[src/rtl/gpio_edge_pkg.sv]
package gpio_edge_pkg;

    localparam int BUS_W  = 8;
    localparam int ADDR_W = 2;

    typedef enum logic [ADDR_W-1:0] {
        ADR_LVL_DIR = 2'd0,
        ADR_DATA    = 2'd1,
        ADR_RSV2    = 2'd2,
        ADR_RSV3    = 2'd3
    } gpio_adr_e;

endpackage

[src/rtl/gpio_edge_sync.sv]
module gpio_edge_sync #(
    parameter int W = 8
) (
    input  logic         clk,
    input  logic         rst_n,
    input  logic [W-1:0] raw_in,
    output logic [W-1:0] lvl_now,
    output logic [W-1:0] lvl_prev
);

    typedef struct packed {
        logic [W-1:0] meta;
        logic [W-1:0] stable;
        logic [W-1:0] older;
    } sync_t;

    sync_t st_d, st_q;

    always_comb begin
        st_d        = st_q;
        st_d.meta   = raw_in;
        st_d.stable = st_q.meta;
        st_d.older  = st_q.stable;
    end

    always_ff @(posedge clk) begin
        if (!rst_n) begin
            st_q <= '0;
        end else begin
            st_q <= st_d;
        end
    end

    assign lvl_now  = st_q.stable;
    assign lvl_prev = st_q.older;

endmodule

[src/rtl/gpio_edge_regs.sv]
module gpio_edge_regs
    import gpio_edge_pkg::*;
#(
    parameter int PORT_W = 8
) (
    input  logic              clk,
    input  logic              rst_n,
    input  logic              sel,
    input  logic              wr,
    input  logic [ADDR_W-1:0] addr,
    input  logic [BUS_W-1:0]  wdata,
    input  logic [PORT_W-1:0] pin_lvl,
    output logic [PORT_W-1:0] dir,
    output logic [PORT_W-1:0] data,
    output logic [BUS_W-1:0]  rdata
);

    typedef struct packed {
        logic [PORT_W-1:0] dir;
        logic [PORT_W-1:0] data;
        logic [BUS_W-1:0]  rdata;
    } regs_t;

    regs_t r_d, r_q;

    always_comb begin
        r_d = r_q;
        if (sel && wr) begin
            case (gpio_adr_e'(addr))
                ADR_LVL_DIR: r_d.dir  = wdata[PORT_W-1:0];
                ADR_DATA:    r_d.data = wdata[PORT_W-1:0];
                default:     ;
            endcase
        end
        if (sel && !wr) begin
            r_d.rdata = '0;
            case (gpio_adr_e'(addr))
                ADR_LVL_DIR: r_d.rdata[PORT_W-1:0] = pin_lvl;
                ADR_DATA:    r_d.rdata[PORT_W-1:0] = r_q.data;
                default:     ;
            endcase
        end
    end

    always_ff @(posedge clk) begin
        if (!rst_n) begin
            r_q.dir   <= '0;
            r_q.data  <= '1;
            r_q.rdata <= '0;
        end else begin
            r_q <= r_d;
        end
    end

    assign dir   = r_q.dir;
    assign data  = r_q.data;
    assign rdata = r_q.rdata;

endmodule

[src/rtl/gpio_edge_irq.sv]
module gpio_edge_irq #(
    parameter int PORT_W = 8
) (
    input  logic              clk,
    input  logic              rst_n,
    input  logic [PORT_W-1:0] lvl_now,
    input  logic [PORT_W-1:0] lvl_prev,
    input  logic [PORT_W-1:0] dir,
    input  logic              irq_en,
    input  logic              irq_clr,
    output logic              pend,
    output logic              irq
);

    typedef struct packed {
        logic pend;
    } irq_t;

    irq_t s_d, s_q;
    logic [PORT_W-1:0] fall;

    always_comb begin
        fall       = lvl_prev & ~lvl_now & ~dir;
        s_d        = s_q;
        s_d.pend   = (s_q.pend && !irq_clr) || (|fall);
    end

    always_ff @(posedge clk) begin
        if (!rst_n) begin
            s_q <= '0;
        end else begin
            s_q <= s_d;
        end
    end

    assign pend = s_q.pend;
    assign irq  = s_q.pend && irq_en;

endmodule

[src/rtl/gpio_edge_port.sv]
module gpio_edge_port
    import gpio_edge_pkg::*;
#(
    parameter int PORT_W = 8
) (
    input  logic              clk,
    input  logic              rst_n,
    input  logic              bus_sel,
    input  logic              bus_wr,
    input  logic [1:0]        bus_addr,
    input  logic [7:0]        bus_wdata,
    output logic [7:0]        bus_rdata,
    input  logic [PORT_W-1:0] pad_in,
    output logic [PORT_W-1:0] pad_oe,
    output logic [PORT_W-1:0] pad_out,
    output logic [PORT_W-1:0] pad_pu,
    input  logic              irq_en,
    input  logic              irq_clr,
    output logic              irq
);

    logic [PORT_W-1:0] lvl_now, lvl_prev;
    logic [PORT_W-1:0] dir_q, data_q;
    logic              pend;

    gpio_edge_sync #(.W(PORT_W)) u_sync (
        .clk      (clk),
        .rst_n    (rst_n),
        .raw_in   (pad_in),
        .lvl_now  (lvl_now),
        .lvl_prev (lvl_prev)
    );

    gpio_edge_regs #(.PORT_W(PORT_W)) u_regs (
        .clk     (clk),
        .rst_n   (rst_n),
        .sel     (bus_sel),
        .wr      (bus_wr),
        .addr    (bus_addr),
        .wdata   (bus_wdata),
        .pin_lvl (lvl_now),
        .dir     (dir_q),
        .data    (data_q),
        .rdata   (bus_rdata)
    );

    gpio_edge_irq #(.PORT_W(PORT_W)) u_irq (
        .clk      (clk),
        .rst_n    (rst_n),
        .lvl_now  (lvl_now),
        .lvl_prev (lvl_prev),
        .dir      (dir_q),
        .irq_en   (irq_en),
        .irq_clr  (irq_clr),
        .pend     (pend),
        .irq      (irq)
    );

    for (genvar p = 0; p < PORT_W; p++) begin : g_pin
        assign pad_oe[p]  = dir_q[p];
        assign pad_out[p] = data_q[p];
        assign pad_pu[p]  = !dir_q[p] && data_q[p];
    end

endmodule

[config.mk]
export PLATFORM = sky130hd
export DESIGN_NAME = gpio_edge_port
export DESIGN_NICKNAME = d
export VERILOG_FILES = /design/src/rtl/gpio_edge_pkg.sv /design/src/rtl/gpio_edge_sync.sv /design/src/rtl/gpio_edge_regs.sv /design/src/rtl/gpio_edge_irq.sv /design/src/rtl/gpio_edge_port.sv
export SDC_FILE = /design/constraint.sdc
export NUM_CORES = 1
export LEC_CHECK = 0
export BUFFER_PORTS_ARGS = -buffer_cell sky130_fd_sc_hd__clkbuf_2
export CAP_MARGIN = 20
export CORE_UTILIZATION = 49
export DETAILED_ROUTE_END_ITERATION = 8
export GPL_TIMING_DRIVEN = 1
export PLACE_DENSITY = 0.79
export SKIP_LAST_GASP = 1
export SLEW_MARGIN = 25
export SYNTH_ARGS = -nofsm -noshare
export SYNTH_HDL_FRONTEND = slang
export SYNTH_SLANG_ARGS = --single-unit
[constraint.sdc]
create_clock -name clk -period 1.1 [get_ports clk]
set_input_delay 0.22 -clock clk [delete_from_list [all_inputs] [get_ports clk]]
set_output_delay 0.22 -clock clk [all_outputs]
set_load 0.01 [all_outputs]
==> results.md, run 1 <==
* Largest cells by area after synthesis: dfxtp_1 56%, and2_1 8.9%, mux2_2 5.1%
* Vias in the first global route at 1312
* Setup crit end kind: primary output
* Starting DRT DRC Count at 72
* Crit-path cells: buf_6 > nor2b_1 > buf_2
* Clock Path Buffers at 2
* Synth Warn # at 0
* CP max FO at 3
* Vias per cell at 5.22
* Largest net degree at the start of global routing at 26
* IO Port Bufs at 56
* Htree depth at 2
* Slew @ Worst Pin at 0.344 ns
* Post-layout nets at 274
* Synth Net Count at 197
* Top cell family by delay on the critical path: flip-flops
* Per-cell routed wire length at 15.2 um
* Routed WL at 4500 um
* P_leak at 0.00117 uW
* Crit Path Class: reg2out
* DR vias at 1544
* Antenna violations before repair at 0
* Mux contribution to synthesized area at 9.66%
* Die area at 3840 sq um
* Hold Vio Cnt, Final at 0
* Share of layout cells above drive strength 1 at 50.8%
* CTS clk-pin slew, worst paths at 0.12 ns
* Unrepaired setup endpoints after global routing: true
* Adder-Cell Fraction of Synth Area at 0%
* Antenna Nets Post-Route at 0
* Core area at 3390 sq um
* Area leader, netlist: dfxtp_1
* Die W at 62.0 um
* Maximum clock rate at 0.806 GHz
* VDD IR-drop max at 0.847 mV
* Row cnt at 21
* Max-Cap Viols at 0
* Root buf cell: clkbuf_4
* Setup ws final at -0.140 ns
* Grt ovf at 0
* Min-delay worst type: in2reg
* CP max stage delay at 0.34 ns
* Post-DP HPWL at 2650 um
* Slew HR at 77.1%
* # clock sinks at 49
* N_diodes at 0
* Syn Area/Cell at 10.2 sq um
* Layout area overhead at 46.2%
* Data arrival, critical path at 1.02 ns
* Place WS at -0.0479 ns
* Final Cycle Share at 113%
* Simple-gate share of the synthesized area at 27.3%
* Cell area after synthesis at 1760 sq um
* Final setup violation count at 13
* CTS Buf Count at 5
* Data required, critical path at 0.88 ns
* Fillers at 212
* CTS tree: built
* Seq cells post-synth at 49
* # DRC at 0
* Slowest stage cell, crit path: dfxtp_2
* Top cell type's share of synthesized area at 55.7%
* Commonest cells after routing, fill and taps aside: 28 x buf_6, 25 x clkbuf_2, 24 x and2_1, 24 x dfxtp_1, 19 x dfxtp_2
* Startpoint Class: flip-flop
* Sequential area share after synthesis at 55.7%
* Failing checks: setup timing
* Compound-Gate Fraction of Synth Area at 4.47%
* Power consumption at 3100 uW
* Aggregate global-route resource usage at 20.9%
* Largest family of logic cells by synthesized area: simple AND/OR/NAND/NOR gates
* Initial Util at 52.0%
* CP bufs+invs at 2
* Skew final at 0.0113 ns
* Die H at 62.0 um
* First-pass GRT wire length at 5650 um
* Synthesized instance count at 173
* Pre-antenna DRT Iters at 4
* Clock insertion delay at the later pin of the skew report at 0.36 ns
* Slew Limit Fails at 0
* Period minus WS final at 1.24 ns
* IO Pins at 57
* Pwr Density at 1200 nW/um^2
* Xor/xnor share of the synthesized area at 0%
* Commonest non-fill, non-tap cell in the layout: buf_6
* Status: finished, violations left
* Distinct cells, synth at 23
* Final Wtd Congestion at 0.757
-- worst register-to-register path, delay by kind of cell, from the launching register on --
family / cells / cell delay (ns)
DFF: 1 / 0.38
AOI/OAI and AO/OA: 1 / 0.18
and+or+nand+nor: 2 / 0.37
buffers and inverters: 1 / 0.13
-- path summary, 6_finish.rpt --
path	startpoint	endpoint	slack, ns	cells after the start
worst min register to register	u_sync.st_d[13]	u_sync.lvl_now[5]	0.43	1
worst max register to register	u_regs.dir[0]	u_irq.pend	-0.02	4
worst max-delay path	u_regs.dir[2]	pad_pu[2]	-0.14	3
worst min-delay path	pad_in[4]	u_sync.st_d[12]	0.07	2
-- registers in the layout, summed over array words and instances (netlist names) --
| signal | flops |
|---|---|
| u_sync.lvl_prev | 8 |
| u_regs.dir | 8 |
| u_irq.pend | 1 |
| u_regs.rdata | 8 |
| u_sync.st_d | 8 |
| u_sync.lvl_now | 8 |
| u_regs.data | 8 |
-- Yosys cell counts --
master	instances
a211oi_1	1
a21oi_1	1
a22oi_1	8
a31oi_1	1
and2_1	25
and4b_1	1
and4bb_1	1
buf_2	1
buf_6	2
clkbuf_1	5
clkinv_1	1
dfxtp_1	49
mux2_2	8
mux2i_1	8
nand2_1	16
nand2b_1	1
nand3_1	8
nand4b_1	1
nor2_1	18
nor2b_1	9
nor3b_1	6
nor3b_2	1
nor4_1	1
-- through the flow --
stage	instances	hold WS [ns]	instance area (sq um)	TNS (ns)	utilization (%)
floorplan	173	0.344	1760	0	-
CTS	291	0.0498	2290	-1.17	67.7
global route	296	0.0448	2570	-1.99	76.0
global placement	277	0.414	2150	-0.0974	63.5
finish	296	0.0672	2570	-1.10	76.0
detailed placement	277	0.420	2150	-0.366	63.5
-- layout make-up --
class / instances / area [sq um] / share of cell area (%)
clock buffer: 7 / 55.1 / 2.14
inverter: 1 / 3.75 / 0.146
multi-input combinational: 115 / 793 / 30.8
sequential: 49 / 1030 / 39.9
tap: 46 / 57.6 / 2.24
timing repair buffer: 78 / 638 / 24.8
-- kinds of logic (layout without fill, tap and decap cells) --
logic type,Yosys count,after routing
AO/OA/AOI/OAI,11,11
buffers and inverters,9,86
flip-flops,49,49
multiplexers,16,16
AND/OR/NAND/NOR,88,88
-- where the power goes --
group / total, uW / internal (uW) / switching [uW]
Clock: 811 / 303 / 508
Combinational: 415 / 235 / 180
Sequential: 1880 / 1830 / 42.4
Total: 3100 / 2370 / 731
-- what timing repair did --
| item | in CTS | in global routing |
|---|---|---|
| hold buffers | 0 | 0 |
| endpoints found under the setup margin | 27 | 33 |
| resized for setup | 22 | 81 |
| gates cloned | 0 | 0 |
| buffers inserted | 7 | 5 |
| pin swaps | 1 | 0 |
-- per-layer routing --
metal  share of wire [%]  wire, um  vias up  GRT usage, %
met5                   0         0        -             0
li1                    -         -      732             -
met3                 6.4       290       15          6.21
met1                  38      1730      718          23.9
met4                 2.8       128        0          9.21
met2                  52      2360       79          35.9
(Power assumes the default switching activity.)
==> inputs of run 2 (changes only) <==
Settings changed: ABC_CLOCK_PERIOD_IN_PS set to 1100, CORE_UTILIZATION 49 to 52, CTS_BUF_LIST set to sky130_fd_sc_hd__clkbuf_4, PLACE_DENSITY 0.79 to 0.83.
==> run 2 against run 1 <==
Net effect:
- fmax rose by 0.62%
- largest power group unchanged
- sequential power barely moved
- the run still ends with setup timing left
- clock power fell by 2%
- non-clock buffer count rose by 5
==> results.md, run 2 (synthesized netlist as in run 1, its figures left out) <==
* Pre-antenna DRT Iters at 4 (unchanged)
* Sequential share of power at 60.6% (about the same)
* Reg2Reg Depth at 5 (+1)
* DR vias at 1589 (+2.9%)
* Layout area overhead at 46.4%
* Unrepaired setup endpoints after global routing: true
* Setup ws final at -0.132 ns (+0.00770 ns)
* Combinational Power Share at 13.8% (+0.4 points)
* Hold Vio Cnt, Final at 0 (unchanged)
* Cell area after placement at 2150 sq um (unchanged)
* Placed cell count at 277 (unchanged)
* Largest net degree at the start of global routing at 19 (-27%)
* Core area at 3130 sq um (-7.7%)
* Net Switching at 793 uW (+8.5%)
* CP max FO at 4 (+1)
* R2r setup slk at -0.08 ns (-0.06 ns)
* Vias per cell at 5.30 (+1.5%)
* Die area at 3620 sq um (-5.6%)
* Data arrival, critical path at 1.01 ns (about the same)
* Final setup violation count at 17 (+4)
* Slowest stage cell, crit path: dfxtp_4
* Setup_tns at -1.36 ns (-0.256 ns)
* Skew final at 0.00924 ns (-0.00206 ns)
* Per-cell routed wire length at 16.9 um (+11%)
* First-pass GRT wire length at 6030 um (+6.7%)
* Clock network fraction of total power at 25.6% (-0.5 points)
* CTS clk-pin slew, worst paths at 0.14 ns (+0.02 ns)
* Worst hold start: pad_in[1]
* Initial Util at 56.3% (+4.3 points)
* Htree depth at 2 (unchanged)
* Reg2reg end: u_regs.rdata[0]
* Post-DP HPWL at 2680 um (+1.2%)
* Final instance area at 2580 sq um (+0.15%)
* R2r startpoint: u_regs.data[0]
* Die H at 60.2 um (-2.8%)
* CP bufs+invs at 1 (-1)
* IO Pins at 57 (unchanged)
* Aggregate global-route resource usage at 23.0% (+2.2 points)
* Final Cycle Share at 112% (-0.70 points)
* Storage cell area at 1030 sq um (+0.73%)
* Antenna violations before repair at 0 (unchanged)
* Min-delay worst type: in2reg
* Routed WL at 5070 um (+13%)
* Failing checks: setup timing
* N_diodes at 0 (unchanged)
* Switching share of power at 25.6% (+2.1 points)
* IO Port Bufs at 56 (unchanged)
* Grt ovf at 0 (unchanged)
* Max-Cap Viols at 0 (unchanged)
* Row cnt at 20 (-4.8%)
* Data required, critical path at 0.88 ns (about the same)
* Slew HR at 60.8% (-16 points)
* Crit Path Class: reg2out
* Setup crit end kind: primary output
* CTS Buf Count at 5 (unchanged)
* Die W at 60.2 um (-2.8%)
* Cts-stage hold buffer count at 0 (unchanged)
* Root buf cell: clkbuf_4
* Clock insertion delay at the later pin of the skew report at 0.37 ns (about the same)
* Hold-critical path depth at 2 (unchanged)
* CP max stage delay at 0.39 ns (+0.05 ns)
* Multi-input gate area at 786 sq um (-0.95%)
* Commonest cells after routing, fill and taps aside: 27 x clkbuf_2, 25 x buf_6, 25 x buf_4, 24 x and2_1, 24 x dfxtp_1
* Antenna Nets Post-Route at 0 (unchanged)
* Power consumption at 3090 uW (-0.27%)
* Non-filler cells in the finished layout at 300 (+1.4%)
* Slew @ Worst Pin at 0.586 ns (+0.242 ns)
* Share of layout cells above drive strength 1 at 51.2% (+0.37 points)
* # DRC at 0 (unchanged)
* Pwr Density at 1200 nW/um^2 (-0.42%)
* Final core utilization at 82.4% (+6.5 points)
* Period minus WS final at 1.23 ns (-0.00770 ns)
* P_leak at 0.00120 uW (+2.2%)
* Final Wtd Congestion at 0.772 (+2.0%)
* Maximum clock rate at 0.811 GHz (+0.62%)
* Status: finished, violations left
* Vias in the first global route at 1304 (-0.61%)
* Post-layout nets at 279 (+1.8%)
* Startpoint Class: flip-flop
* Clock Path Buffers at 2 (unchanged)
* Fillers at 168 (-21%)
* Slew Limit Fails at 0 (unchanged)
* VDD IR-drop max at 1.03 mV (+22%)
* WHS Endpoint: u_sync.st_d[9]
* CTS tree: built
* Top cell family by delay on the critical path: flip-flops
* Crit-path cells: nor2b_4 > buf_6
* # clock sinks at 49 (unchanged)
* Starting DRT DRC Count at 111 (+54%)
* Pint at 2300 uW (-3.0%)
* Commonest non-fill, non-tap cell in the layout: clkbuf_2
run 2: cell count changes in the layout (fill, tap and decap cells not counted), moves of 2 or more:
cell,delta
nor2b_1,-2
dfxtp_4,+3
nor2b_4,+2
dfxtp_2,-3
clkinv_1,+2
buf_6,-3
clkbuf_2,+2
buf_4,+8
run 2: how the worst max path moves through the flow:
stage	from	end	depth (start not counted)
finish	u_regs.data[1]	pad_pu[1]	2
global route	u_regs.data[1]	pad_pu[1]	2
CTS	u_regs.data[1]	pad_pu[1]	2
detailed placement	bus_addr[1]	u_regs.rdata[1]	5
global placement	bus_addr[0]	u_regs.dir[2]	5
floorplan	bus_addr[0]	u_regs.rdata[6]	4
run 2: stage by stage:
step                hold slack, ns  setup WS [ns]
global route                0.0267         -0.180
CTS                         0.0459         -0.152
finish                      0.0495         -0.132
floorplan                    0.344          0.133
detailed placement           0.422         -0.108
global placement             0.414        -0.0597
run 2: per-layer routing:
layer | GRT usage, % | share of wire [%] | up-vias
li1 | - | - | 743
met1 | 30.3 | 40 | 750
met2 | 36.1 | 51 | 83
met3 | 7.36 | 6.6 | 13
met4 | 6.31 | 1.8 | 0
met5 | 0 | 0 | -
run 2: final cells by class:
cell class	instances	area share [%]
Timing Repair Buffer	83	25.2
Sequential cell	49	40.1
Multi-Input combinational cell	115	30.5
Tap cell	44	2.13
Clock buffer	5	1.46
Inverter	1	0.146
Clock inverter	3	0.485
run 2: power by group through the flow:
stage | Sequential, uW | Combinational (uW) | Clock [uW]
4_1_cts | 1880 | 344 | 784
2_1_floorplan | 1920 | 165 | 0
3_5_place_dp | 1920 | 320 | 0
5_1_grt | 1880 | 459 | 885
3_3_place_gp | 1920 | 313 | 0
6_report | 1870 | 428 | 791
run 2: what timing repair did:
action / 4_1_cts / 5_1_grt
setup buffers: 10 / 5
endpoints found under the hold margin: 0 / 0
pin swaps: 1 / 0
endpoints found under the setup margin: 26 / 33
gates resized for setup: 22 / 80
